$ cat src/rtl/idseq_pkg.sv
package idseq_pkg;

  localparam int SEQ_LEN   = 4;
  localparam int IDX_W     = $clog2(SEQ_LEN);
  localparam int WORD_W    = 16;
  localparam int BUS_W     = 32;
  localparam int YEAR_BASE = 2000;

  typedef logic [IDX_W-1:0] seq_idx_t;

  typedef enum logic [IDX_W-1:0] {
    SLOT_CORE = 2'd0,
    SLOT_YEAR = 2'd1,
    SLOT_DATE = 2'd2,
    SLOT_REV  = 2'd3
  } slot_e;

  typedef struct packed {
    logic [13:0] core_id;
    logic [4:0]  year_off;
    logic [3:0]  month;
    logic [4:0]  day;
    logic [7:0]  rev;
  } ident_t;

  function automatic logic [WORD_W-1:0] pack_word(seq_idx_t i, ident_t f);
    logic [WORD_W-1:0] w;
    w = '0;
    w[15:14] = i;
    case (slot_e'(i))
      SLOT_CORE: w[13:0] = f.core_id;
      SLOT_YEAR: w[12:8] = f.year_off;
      SLOT_DATE: begin
        w[11:8] = f.month;
        w[4:0]  = f.day;
      end
      default:   w[7:0]  = f.rev;
    endcase
    return w;
  endfunction

endpackage

$ cat src/rtl/idseq_rst_sync.sv
module idseq_rst_sync #(
  parameter int STAGES = 2
) (
  input  logic clk,
  input  logic rst_n,
  output logic rst_n_sync
);
  logic [STAGES-1:0] chain_q;
  logic [STAGES-1:0] chain_d;

  always_comb begin
    chain_d = {chain_q[STAGES-2:0], 1'b1};
  end

  always_ff @(posedge clk or negedge rst_n) begin
    if (!rst_n) chain_q <= '0;
    else        chain_q <= chain_d;
  end

  assign rst_n_sync = chain_q[STAGES-1];
endmodule

$ cat src/rtl/idseq_bus_sync.sv
module idseq_bus_sync #(
  parameter int              WIDTH   = 3,
  parameter int              STAGES  = 2,
  parameter logic [WIDTH-1:0] RST_VAL = '1
) (
  input  logic             clk,
  input  logic             rst_n,
  input  logic [WIDTH-1:0] async_i,
  output logic [WIDTH-1:0] sync_o
);
  logic [WIDTH-1:0] stage_q [STAGES];

  genvar s;
  generate
    for (s = 0; s < STAGES; s++) begin : g_stage
      logic [WIDTH-1:0] stage_d;
      if (s == 0) begin : g_first
        always_comb stage_d = async_i;
      end else begin : g_next
        always_comb stage_d = stage_q[s-1];
      end
      always_ff @(posedge clk or negedge rst_n) begin
        if (!rst_n) stage_q[s] <= RST_VAL;
        else        stage_q[s] <= stage_d;
      end
    end
  endgenerate

  assign sync_o = stage_q[STAGES-1];
endmodule

$ cat src/rtl/idseq_rd_track.sv
module idseq_rd_track (
  input  logic clk,
  input  logic rst_n,
  input  logic cs_n_s,
  input  logic rd_n_s,
  input  logic wr_n_s,
  input  logic addr_hit,
  output logic rd_act,
  output logic rd_strobe,
  output logic adv
);
  logic hit_q;
  logic hit_d;
  logic hit_en;

  always_comb begin
    rd_strobe = !cs_n_s && !rd_n_s;
    rd_act    = rd_strobe && wr_n_s && addr_hit;
    adv       = hit_q && !rd_strobe;
    hit_en    = adv || rd_act;
    hit_d     = adv ? 1'b0 : 1'b1;
  end

  always_ff @(posedge clk or negedge rst_n) begin
    if (!rst_n)      hit_q <= 1'b0;
    else if (hit_en) hit_q <= hit_d;
  end
endmodule

$ cat src/rtl/idseq_index.sv
module idseq_index
  import idseq_pkg::*;
(
  input  logic     clk,
  input  logic     rst_n,
  input  logic     adv,
  output seq_idx_t idx
);
  seq_idx_t idx_q;
  seq_idx_t idx_d;

  always_comb begin
    idx_d = (idx_q == seq_idx_t'(SEQ_LEN - 1)) ? '0 : idx_q + seq_idx_t'(1);
  end

  always_ff @(posedge clk or negedge rst_n) begin
    if (!rst_n)   idx_q <= '0;
    else if (adv) idx_q <= idx_d;
  end

  assign idx = idx_q;
endmodule

$ cat src/rtl/idseq_reg.sv
module idseq_reg
  import idseq_pkg::*;
#(
  parameter int ADDR_W      = 8,
  parameter int BASE_ADDR   = 0,
  parameter int SYNC_STAGES = 2,
  parameter int CORE_ID     = 14'h0A51,
  parameter int BUILD_YEAR  = 2024,
  parameter int BUILD_MONTH = 6,
  parameter int BUILD_DAY   = 15,
  parameter int BUILD_REV   = 8'h01
) (
  input  logic              clk,
  input  logic              rst_n,
  input  logic              bus_cs_n,
  input  logic              bus_rd_n,
  input  logic              bus_wr_n,
  input  logic [ADDR_W-1:0] bus_addr,
  output logic [BUS_W-1:0]  bus_rdata
);
  localparam logic [ADDR_W-1:0] BASE = ADDR_W'(BASE_ADDR);
  localparam ident_t FIELDS = '{
    core_id:  14'(CORE_ID),
    year_off: 5'(BUILD_YEAR - YEAR_BASE),
    month:    4'(BUILD_MONTH),
    day:      5'(BUILD_DAY),
    rev:      8'(BUILD_REV)
  };

  logic       rst_n_int;
  logic [2:0] strobes_s;
  logic       addr_hit;
  logic       rd_act;
  logic       rd_strobe;
  logic       adv;
  seq_idx_t   idx;
  logic [BUS_W-1:0] rdata_d;
  logic [BUS_W-1:0] rdata_q;

  idseq_rst_sync #(.STAGES(SYNC_STAGES)) u_rst (
    .clk        (clk),
    .rst_n      (rst_n),
    .rst_n_sync (rst_n_int)
  );

  idseq_bus_sync #(.WIDTH(3), .STAGES(SYNC_STAGES), .RST_VAL(3'b111)) u_sync (
    .clk     (clk),
    .rst_n   (rst_n_int),
    .async_i ({bus_cs_n, bus_rd_n, bus_wr_n}),
    .sync_o  (strobes_s)
  );

  assign addr_hit = (bus_addr == BASE);

  idseq_rd_track u_track (
    .clk       (clk),
    .rst_n     (rst_n_int),
    .cs_n_s    (strobes_s[2]),
    .rd_n_s    (strobes_s[1]),
    .wr_n_s    (strobes_s[0]),
    .addr_hit  (addr_hit),
    .rd_act    (rd_act),
    .rd_strobe (rd_strobe),
    .adv       (adv)
  );

  idseq_index u_idx (
    .clk   (clk),
    .rst_n (rst_n_int),
    .adv   (adv),
    .idx   (idx)
  );

  always_comb begin
    rdata_d = '0;
    if (rd_act) rdata_d[WORD_W-1:0] = pack_word(idx, FIELDS);
  end

  always_ff @(posedge clk or negedge rst_n_int) begin
    if (!rst_n_int) rdata_q <= '0;
    else            rdata_q <= rdata_d;
  end

  assign bus_rdata = rdata_q;
endmodule

$ cat config.mk
export PLATFORM = sky130hd
export DESIGN_NAME = idseq_reg
export DESIGN_NICKNAME = d
export VERILOG_FILES = /design/src/rtl/idseq_pkg.sv /design/src/rtl/idseq_rst_sync.sv /design/src/rtl/idseq_bus_sync.sv /design/src/rtl/idseq_rd_track.sv /design/src/rtl/idseq_index.sv /design/src/rtl/idseq_reg.sv
export SDC_FILE = /design/constraint.sdc
export NUM_CORES = 1
export LEC_CHECK = 0
export BUFFER_PORTS_ARGS = -buffer_cell sky130_fd_sc_hd__buf_2
export CORE_MARGIN = 8
export CORE_UTILIZATION = 40
export DETAILED_ROUTE_END_ITERATION = 8
export GPL_TIMING_DRIVEN = 0
export PLACE_DENSITY = 0.73
export SLEW_MARGIN = 20
export SYNTH_ARGS = -nofsm -noshare
export SYNTH_HDL_FRONTEND = slang
export SYNTH_SLANG_ARGS = --single-unit
$ cat constraint.sdc
create_clock -name clk -period 0.8 [get_ports clk]
set_input_delay 0.04 -clock clk [delete_from_list [all_inputs] [get_ports clk]]
set_output_delay 0.04 -clock clk [all_outputs]
set_load 0.05 [all_outputs]
==> reports/metrics.cfg, run 1 <==
[drt]
drtAntennaViolNets=0
initialDrtViolationCount=6
vias=663
route.met2.wl_um=1018
met3_length_um=237
drt_wl_total_um=1963
wl_met1_um=674
post-route-drc-count=0
top_layer_used=met4
wl_per_cell_um=12.42
first_pass_iters=2
viasPerCell=4.196

[finish]
diodes=0
nets=150
layout.cells.non_filler=158
final_area_um2=1471
area_delta_synth_final_pct=56.38
final_cell_mix=21 x buf_4, 21 x conb_1, 14 x buf_6, 12 x dfrtp_1, 12 x buf_2
final_util_pct=66.52
drive_above_1_share_pct=62.31
nFillCells=159

[global_routing]
overflow=0
grt_max_degree=18
grt_use_total_pct=10.15
antenna_found_initial=0
grt_pass1_vias=683
grt_pass1_wl_um=3325

[power]
powerDensity_nw_per_um2=1357
peakVddDrop_mv=1.139
leakage_nw=0.7308

[sta]
fin_ws_ns=-0.6082
slew_headroom_pct=46.62
skew_ns=0.006222
setup_violations=23
slew_violations=0
tightest_slew_ns=0.8007
hold_viol_final=0
rsz0062_at_grt=true
post-route-min-period_ns=1.408
holdWs_ns=0.04842
fmax_mhz=710.1
period_share_pct=176.0

[place]
hpwl_um=1389
placed_cell_area_um2=1190
portBuffers=24
post-place-cells=148
gp_congestion=0.7999
pre_cts_ws_ns=-0.6890

[clock_tree]
root_buffer=clkbuf_4
cts_tree=built
insertion_delay_ns=0.29
clockBufferDepth=2
cts_sinks=19
cts_max_level=1
numCtsBuffers=3
clkTransAtPathRegs_ns=0.11

[yosys]
syn_avg_cell_area_um2=12.22
ys_warn_count=0
netlist_instances=77
seq_area_frac_synth_pct=51.33
synth_area_um2=940.9
ys_seq_elements=19
synth_cell_types=21

[worst_setup_path]
critPathCaptureType=register
critPathMaxFanout=4
cp.required_ns=1.00
critPathLaunchType=register
setup.worst_path.class=register to register
worstPathArrival_ns=1.61

[floorplan]
dieArea_um2=4160
die_width_um=64.50
coreArea_um2=2212
start_util_pct=42.53
io-pin-count=45
die_y_um=64.50
placementRows=17

[job]
cap_violations=0

[status]
status=complete, but fails checks
violations=setup timing

[min_path]
hold_class=primary input to asynchronous set/reset pin

## final timing paths
| kind | start | to | slack (ns) | depth (start not counted) |
|---|---|---|---|---|
| worst max-delay path | u_sync.sync_o[0] | bus_rdata[0] | -0.61 | 2 |
| worst min-delay path | rst_n | u_rst.chain_q[1] | 0.05 | 2 |
| worst max register to register | u_sync.sync_o[0] | bus_rdata[0] | -0.61 | 2 |
| worst min register to register | u_rst.chain_q[1] | u_track.hit_q | 0.17 | 0 |
| max in group asynchronous | u_rst.chain_q[1] | u_sync.sync_o[0] | 0.32 | 0 |
| min in group clk | bus_addr[3] | bus_rdata[9] | 0.07 | 3 |
## through the flow
stage / TNS (ns) / power, mW
floorplan: -6.304 / 1.416
global placement: -6.180 / 1.461
detailed placement: -6.227 / 1.472
CTS: -7.763 / 2.005
global route: -9.020 / 2.130
finish: -7.751 / 1.997
## cell type report
| type | count | area (um^2) | area share [%] |
|---|---|---|---|
| well taps | 28 | 35.03 | 2.381 |
| repair buffers | 30 | 269.0 | 18.28 |
| flip-flops and latches | 19 | 484.2 | 32.91 |
| plain buffers | 26 | 210.2 | 14.29 |
| clock inverters | 1 | 7.507 | 0.5102 |
| inverters | 5 | 18.77 | 1.276 |
| clock buffers | 3 | 22.52 | 1.531 |
| multi-input cells | 46 | 424.2 | 28.83 |
## repair_timing
action	CTS	global route
hold buffers	4	0
setup endpoints to repair	23	34
hold endpoints to repair	5	0
buffers inserted	1	0
gates resized for setup	44	5
pin swaps	4	2
cloned	2	0
## power breakdown
group / internal, mW / leakage, nW / total (mW) / switching (mW)
clock network: 0.190 / 0.0139 / 0.483 / 0.294
logic: 0.151 / 0.481 / 0.471 / 0.321
registers: 1.00 / 0.235 / 1.04 / 0.0397
total: 1.34 / 0.731 / 2.00 / 0.654
## critical path, cell delays in order, from the launching register on
cell and delay [ns]:
dfstp_2 0.54, or4b_4 0.51, nor4_2 0.27
## flip-flops by register name, summed over array words and instances, names as in the netlist
register,count
u_track.hit_q,1
u_idx.idx,2
u_sync.sync_o,3
u_rst.chain_q,2
u_sync.g_stage.stage_d,3
bus_rdata,8
## cell usage after synthesis
library cell   n  area (um^2)
buf_4         24        180.2
dfrtp_1       13        325.3
dfstp_2        6        157.7
ha_1           6        75.07
nor4_1         6        37.54
inv_1          5        18.77
conb_1         2        7.510
mux2_2         2        22.52
a2111oi_4      1        27.53
buf_2          1        5.000
buf_6          1        11.26
clkbuf_1       1        3.750
nor2_1         1        3.750
nor4_2         1        12.51
o21ai_0        1        5.000
o21bai_1       1        7.510
o31ai_1        1        7.510
or3_1          1        6.260
or3b_2         1        8.760
or4_1          1        7.510
or4b_1         1        10.01
## metal layers
layer	vias to the layer above	GRT usage, %
li1	319	-
met1	305	9.461
met2	35	18.14
met3	4	6.014
met4	0	3.270
met5	-	0
## cell families after synthesis
logic type | synth area share (%)
flip-flops | 51.33
AND/OR/NAND/NOR | 9.176
buffers and inverters | 23.27
adder cells (fa/ha/maj) | 7.979
multiplexers | 2.393
other | 0.7982
AO/OA/AOI/OAI | 5.054
(Power assumes the default switching activity.)
==> run 2, diff against run 1 <==
--- a/config.mk
+++ b/config.mk
@@ -6,6 +6,7 @@
 export NUM_CORES = 1
 export LEC_CHECK = 0
 export BUFFER_PORTS_ARGS = -buffer_cell sky130_fd_sc_hd__buf_2
+export CORE_ASPECT_RATIO = 0.7
 export CORE_MARGIN = 8
 export CORE_UTILIZATION = 40
 export DETAILED_ROUTE_END_ITERATION = 8
==> run 2 against run 1 <==
Net effect: the run still ends with setup timing left; fmax barely moved; design area rose by 2.9%; total power rose by 0.37%; clock skew rose by 0.0011 ns; critical path type unchanged; sequential cell count did not move.
==> reports/metrics.cfg, run 2 (synthesis results as in run 1) <==
[status]
status=complete, but fails checks  ; unchanged
violations=setup timing  ; unchanged

[sta]
post-route-min-period_ns=1.408  ; about the same
slew_violations=0  ; unchanged
period_share_pct=176.0  ; about the same
tns_ns=-7.593  ; was -7.751 ns
tightest_slew_ns=0.6512  ; was 0.8007 ns
fin_ws_ns=-0.6078  ; was -0.6082 ns
hold_viol_final=0  ; unchanged
rsz0062_at_grt=true  ; unchanged
fmax_mhz=710.3  ; was 710.1 MHz
slew_headroom_pct=56.59  ; was 46.62%
setup_violations=23  ; unchanged
skew_ns=0.007283  ; was 0.006222 ns

[drt]
first_pass_iters=3  ; was 2
wl_per_cell_um=11.74  ; was 12.42 um
initialDrtViolationCount=10  ; was 6
drtAntennaViolNets=0  ; unchanged
drt_wl_total_um=1973  ; was 1963 um
viasPerCell=3.821  ; was 4.196
vias=642  ; was 663
post-route-drc-count=0  ; unchanged

[clock_tree]
cts_sinks=19  ; unchanged
clockBufferDepth=2  ; unchanged
numCtsBuffers=3  ; unchanged
root_buffer=clkbuf_4  ; unchanged
cts_max_level=1  ; unchanged
insertion_delay_ns=0.29  ; about the same
cts_tree=built  ; unchanged
clkTransAtPathRegs_ns=0.10  ; was 0.11 ns

[place]
portBuffers=24  ; unchanged
post-place-cells=152  ; was 148
gp_congestion=0.7571  ; was 0.7999

[min_path]
hold_class=primary input to asynchronous set/reset pin  ; unchanged

[finish]
nets=156  ; was 150
area_delta_synth_final_pct=60.90  ; was 56.38%
final_cell_mix=27 x buf_4, 21 x conb_1, 14 x buf_6, 12 x buf_2, 10 x dfrtp_1  ; was 21 x buf_4, 21 x conb_1, 14 x buf_6, 12 x dfrtp_1, 12 x buf_2
layout.cells.non_filler=168  ; was 158
layout.cells.most_common=buf_4
drive_above_1_share_pct=65.44  ; was 62.31%
nFillCells=154  ; was 159
largest_reg_flops=8  ; unchanged
diodes=0  ; unchanged

[floorplan]
die_y_um=56.58  ; was 64.50 um
placementRows=14  ; was 17
io-pin-count=45  ; unchanged
dieArea_um2=4185  ; was 4160 um^2
coreArea_um2=2190  ; was 2212 um^2
die_width_um=73.97  ; was 64.50 um
start_util_pct=42.97  ; was 42.53%

[power]
finalPower_mw=2.004  ; was 1.997 mW
powerDensity_nw_per_um2=1324  ; was 1357 nW/um^2
peakVddDrop_mv=1.012  ; was 1.139 mV
leakage_nw=0.7498  ; was 0.7308 nW

[global_routing]
grt_use_total_pct=9.263  ; was 10.15%
grt_pass1_vias=630  ; was 683
grt_pass1_wl_um=2918  ; was 3325 um
overflow=0  ; unchanged
grt_max_degree=18  ; unchanged
antenna_found_initial=0  ; unchanged

[worst_setup_path]
worstPathArrival_ns=1.61  ; about the same
critPathLaunchType=register  ; unchanged
setup.worst_path.class=register to register  ; unchanged
critPathMaxFanout=5  ; was 4
cp.required_ns=1.00  ; about the same
critPathCaptureType=register  ; unchanged

[job]
cap_violations=0  ; unchanged

-- run 2: timing repair --
action,CTS,global route
gates resized for setup,47,5
hold endpoints to repair,5,0
setup endpoints to repair,23,34
pin swaps,5,1
setup buffers,5,2
hold buffers,4,0
gates cloned,2,0
-- run 2: area by class of cell --
cell class	count	area [um^2]	area share, %
clock buffer	3	22.52	1.488
inverter	5	21.27	1.405
timing repair buffer	36	314.1	20.74
tap	32	40.04	2.645
multi-input combinational	46	414.1	27.36
clock inverter	1	5.005	0.3306
buffer	26	210.2	13.88
sequential	19	486.7	32.15
-- run 2: where the power goes --
part | switching (mW) | internal [mW]
registers | 0.0403 | 1.00
logic | 0.323 | 0.190
clock network | 0.261 | 0.186
-- run 2: final timing paths --
kind | depth (start not counted) | from | slack, ns | end
max in group asynchronous | 0 | u_rst.chain_q[1] | 0.32 | u_sync.g_stage[1].stage_d[2]
min reg2reg | 0 | u_rst.chain_q[1] | 0.18 | u_track.hit_q
max reg2reg | 2 | u_sync.sync_o[0] | -0.61 | bus_rdata[10]
min in group clk | 3 | bus_addr[3] | 0.09 | bus_rdata[10]
max | 2 | u_sync.sync_o[0] | -0.61 | bus_rdata[10]
min | 2 | rst_n | 0.04 | u_rst.chain_q[1]
-- run 2: worst max-delay path, stage by stage (launching register included) --
cell     delay [ns]
dfstp_2        0.53
or4b_4         0.51
nor4_2         0.27
-- run 2: layer usage --
metal,wire [um],track usage [%],vias up
li1,-,-,326
met2,1017,16.88,29
met4,0,1.700,0
met5,0,0,-
met1,746,8.619,287
met3,209,5.487,0
-- run 2: metrics by stage --
step / util (%) / setup WS [ns] / instance area [um^2] / hold WS (ns)
2_1_floorplan: - / -0.6016 / 1035 / -0.2556
3_3_place_gp: 54.57 / -0.6713 / 1195 / -0.1747
3_5_place_dp: 54.57 / -0.6913 / 1195 / -0.1723
4_1_cts: 67.83 / -0.6156 / 1485 / 0.02637
5_1_grt: 69.14 / -0.6507 / 1514 / 0.03340
6_report: 69.14 / -0.6078 / 1514 / 0.04351
==> run 3, diff against run 2 <==
--- a/config.mk
+++ b/config.mk
@@ -5,13 +5,14 @@
 export SDC_FILE = /design/constraint.sdc
 export NUM_CORES = 1
 export LEC_CHECK = 0
+export ABC_AREA = 1
 export BUFFER_PORTS_ARGS = -buffer_cell sky130_fd_sc_hd__buf_2
 export CORE_ASPECT_RATIO = 0.7
 export CORE_MARGIN = 8
 export CORE_UTILIZATION = 40
 export DETAILED_ROUTE_END_ITERATION = 8
 export GPL_TIMING_DRIVEN = 0
-export PLACE_DENSITY = 0.73
+export PLACE_DENSITY = 0.74
 export SLEW_MARGIN = 20
 export SYNTH_ARGS = -nofsm -noshare
 export SYNTH_HDL_FRONTEND = slang
==> run 3 against run 2 <==
Net effect: the run still ends with setup timing left; fmax is 27% higher; area after synthesis is 1.7% lower; non-clock buffer count is 2 lower; utilization is 3.2 points lower; sequential cell count stayed put; sequential power is 4% higher; critical path depth is 4 higher; cell count is 7.7% higher; worst setup slack better by 0.30 ns; register-to-register slack better by 0.30 ns; synthesized cell count is 17% higher; critical endpoint is now bus_rdata[15].
==> reports/metrics.cfg, run 3 <==
[worst_setup_path]
path_cells=inv_2 > nor2_1 > nand2_1 > nor2_4 > nand2_2 > nor2_1  ; was or4b_4 > nor4_2
cp.required_ns=1.02  ; was 1.00 ns
r2r_cells=6  ; was 2
slowest_stage=dfstp_2  ; unchanged
critPathMaxFanout=5  ; unchanged
ff2ff_setup_slack_ns=-0.30  ; was -0.61 ns
worstPathArrival_ns=1.33  ; was 1.61 ns
timing.rr.end=bus_rdata[15]  ; was bus_rdata[10]
setup.worst_path.class=register to register  ; unchanged
rr_startpoint=u_sync.sync_o[0]  ; unchanged
critPathCaptureType=register  ; unchanged
worst_path_largest_cell_delay_ns=0.54  ; was 0.53 ns
critPathLaunchType=register  ; unchanged
cpMostUsedCell=nor2_1

[drt]
viasPerCell=3.740  ; was 3.821
post-route-drc-count=0  ; unchanged
initialDrtViolationCount=3  ; was 10
vias=677  ; was 642
first_pass_iters=2  ; was 3
drtAntennaViolNets=0  ; unchanged
wl_per_cell_um=9.873  ; was 11.74 um
drt_wl_total_um=1787  ; was 1973 um

[clock_tree]
cts_tree=built  ; unchanged
clkTransAtPathRegs_ns=0.10  ; about the same
root_buffer=clkbuf_4  ; unchanged
numCtsBuffers=3  ; unchanged
insertion_delay_ns=0.30  ; was 0.29 ns
clockBufferDepth=2  ; unchanged
cts_sinks=19  ; unchanged
cts_max_level=1  ; unchanged

[sta]
period_share_pct=138.0  ; was 176.0%
rsz0062_at_grt=true  ; unchanged
fmax_mhz=905.5  ; was 710.3 MHz
slew_violations=0  ; unchanged
post-route-min-period_ns=1.104  ; was 1.408 ns
holdWs_ns=0.05121  ; was 0.04351 ns
skew_ns=0.009690  ; was 0.007283 ns
hold_viol_final=0  ; unchanged
setup_violations=23  ; unchanged
fin_ws_ns=-0.3044  ; was -0.6078 ns

[yosys]
seq_area_frac_synth_pct=52.23  ; was 51.33%
synth.top_cell.area_share_pct=35.18  ; was 34.57%
synth_edf_count=0  ; unchanged
ys_async_sr_fraction_pct=100.0  ; unchanged
yosys.area.top_type=dfrtp_1  ; unchanged
ys_seq_elements=19  ; unchanged
netlist_instances=90  ; was 77
synthTopCellsByArea=dfrtp_1 35%, buf_4 19%, dfstp_2 17%  ; unchanged
synthTopCellsByCount=24 x buf_4, 13 x dfrtp_1, 11 x nor2_1  ; was 24 x buf_4, 13 x dfrtp_1, 6 x dfstp_2, 6 x ha_1, 6 x nor4_1
ys_warn_count=0  ; unchanged
syn_avg_cell_area_um2=10.27  ; was 12.22 um^2
synth_ff_type=dfrtp_1  ; unchanged
yosysMostFrequentCell=buf_4  ; unchanged
synth_area_um2=924.6  ; was 940.9 um^2
synth_cell_types=14  ; was 21

[status]
violations=setup timing  ; unchanged
status=complete, but fails checks  ; unchanged

[floorplan]
dieArea_um2=4131  ; was 4185 um^2
io-pin-count=45  ; unchanged
die_width_um=73.47  ; was 73.97 um
start_util_pct=42.57  ; was 42.97%
placementRows=14  ; unchanged
die_y_um=56.23  ; was 56.58 um
coreArea_um2=2172  ; was 2190 um^2

[min_path]
hold_class=primary input to asynchronous set/reset pin  ; unchanged

[finish]
nFillCells=179  ; was 154
final_util_pct=65.96  ; was 69.14%
layout.cells.most_common=buf_4  ; unchanged
largest_reg_flops=8  ; unchanged
area_delta_synth_final_pct=54.94  ; was 60.90%
final_area_um2=1433  ; was 1514 um^2
multi_input_area_um2=344.1  ; was 414.1 um^2
nets=169  ; was 156
final_cell_mix=28 x buf_4, 21 x conb_1, 12 x buf_6, 12 x buf_2, 11 x dfrtp_1  ; was 27 x buf_4, 21 x conb_1, 14 x buf_6, 12 x buf_2, 10 x dfrtp_1
drive_above_1_share_pct=54.36  ; was 65.44%
layout.cells.non_filler=181  ; was 168
regArea_um2=485.5  ; was 486.7 um^2
diodes=0  ; unchanged

[global_routing]
grt_use_total_pct=8.171  ; was 9.263%
grt_pass1_vias=622  ; was 630
grt_pass1_wl_um=2608  ; was 2918 um
antenna_found_initial=0  ; unchanged
grt_max_degree=18  ; unchanged
overflow=0  ; unchanged

[power]
leakage_nw=0.7657  ; was 0.7498 nW
peakVddDrop_mv=0.8886  ; was 1.012 mV
powerDensity_nw_per_um2=1599  ; was 1324 nW/um^2
finalPower_mw=2.291  ; was 2.004 mW

[place]
gp_congestion=0.7145  ; was 0.7571
post-place-cells=165  ; was 152
portBuffers=24  ; unchanged
hpwl_um=1340
placed_cell_area_um2=1157  ; was 1195 um^2

[job]
cap_violations=0  ; unchanged

## run 3: cell type report
class / count / share of cell area (%)
inverters: 8 / 2.096
multi-input cells: 58 / 24.02
flip-flops and latches: 19 / 33.89
clock inverters: 1 / 0.3493
plain buffers: 24 / 13.62
repair buffers: 36 / 21.66
clock buffers: 3 / 1.572
well taps: 32 / 2.795
## run 3: how the worst max path moves through the flow
stage | startpoint | end | slack (ns) | cells after the start
CTS | u_sync.sync_o[0] | bus_rdata[9] | -0.33 | 6
detailed placement | u_sync.sync_o[0] | bus_rdata[9] | -0.30 | 6
finish | u_sync.sync_o[0] | bus_rdata[15] | -0.30 | 6
global route | u_sync.sync_o[0] | bus_rdata[10] | -0.39 | 6
floorplan | u_sync.sync_o[0] | bus_rdata[0] | -0.21 | 6
global placement | u_sync.sync_o[0] | bus_rdata[15] | -0.29 | 6
## run 3: kinds of logic after synthesis
kind of cell    count (synthesis)  synth area share [%]
flops                          19                 52.23
compound gates                  4                 2.165
fa+ha+maj                       6                 8.119
buf+inv                        32                 22.73
simple gates                   27                 13.94
other cells                     2                0.8122
## run 3: worst max-delay path: cells and delay by family (launching register included)
kind	cells	cell delay [ns]
and+or+nand+nor	5	0.46
DFF	1	0.54
buffers and inverters	1	0.03
## run 3: what timing repair did
item / in CTS / in global routing
pin swaps: 3 / 4
buffers inserted: 6 / 2
hold buffers: 4 / 0
hold endpoints to repair: 5 / 0
endpoints found under the setup margin: 23 / 34
resized for setup: 36 / 9
gates cloned: 0 / 0
## run 3: stage by stage
step / setup WS (ns) / setup TNS, ns
6_report: -0.3044 / -4.471
5_1_grt: -0.3867 / -5.748
4_1_cts: -0.3336 / -4.956
3_5_place_dp: -0.3004 / -2.997
3_3_place_gp: -0.2854 / -2.744
2_1_floorplan: -0.2100 / -2.584
## run 3: per-layer routing
layer	track usage [%]	vias up	wire, um	part of all wire, %
met5	0	-	0	0
met2	14.74	28	948	53
met1	7.023	301	623	35
met4	2.550	0	10	0.56
met3	5.396	3	206	12
li1	-	345	-	-
## run 3: where the power goes
part	internal, mW	switching (mW)
clock network	0.186	0.272
registers	1.02	0.0585
logic	0.343	0.410
total	1.55	0.741
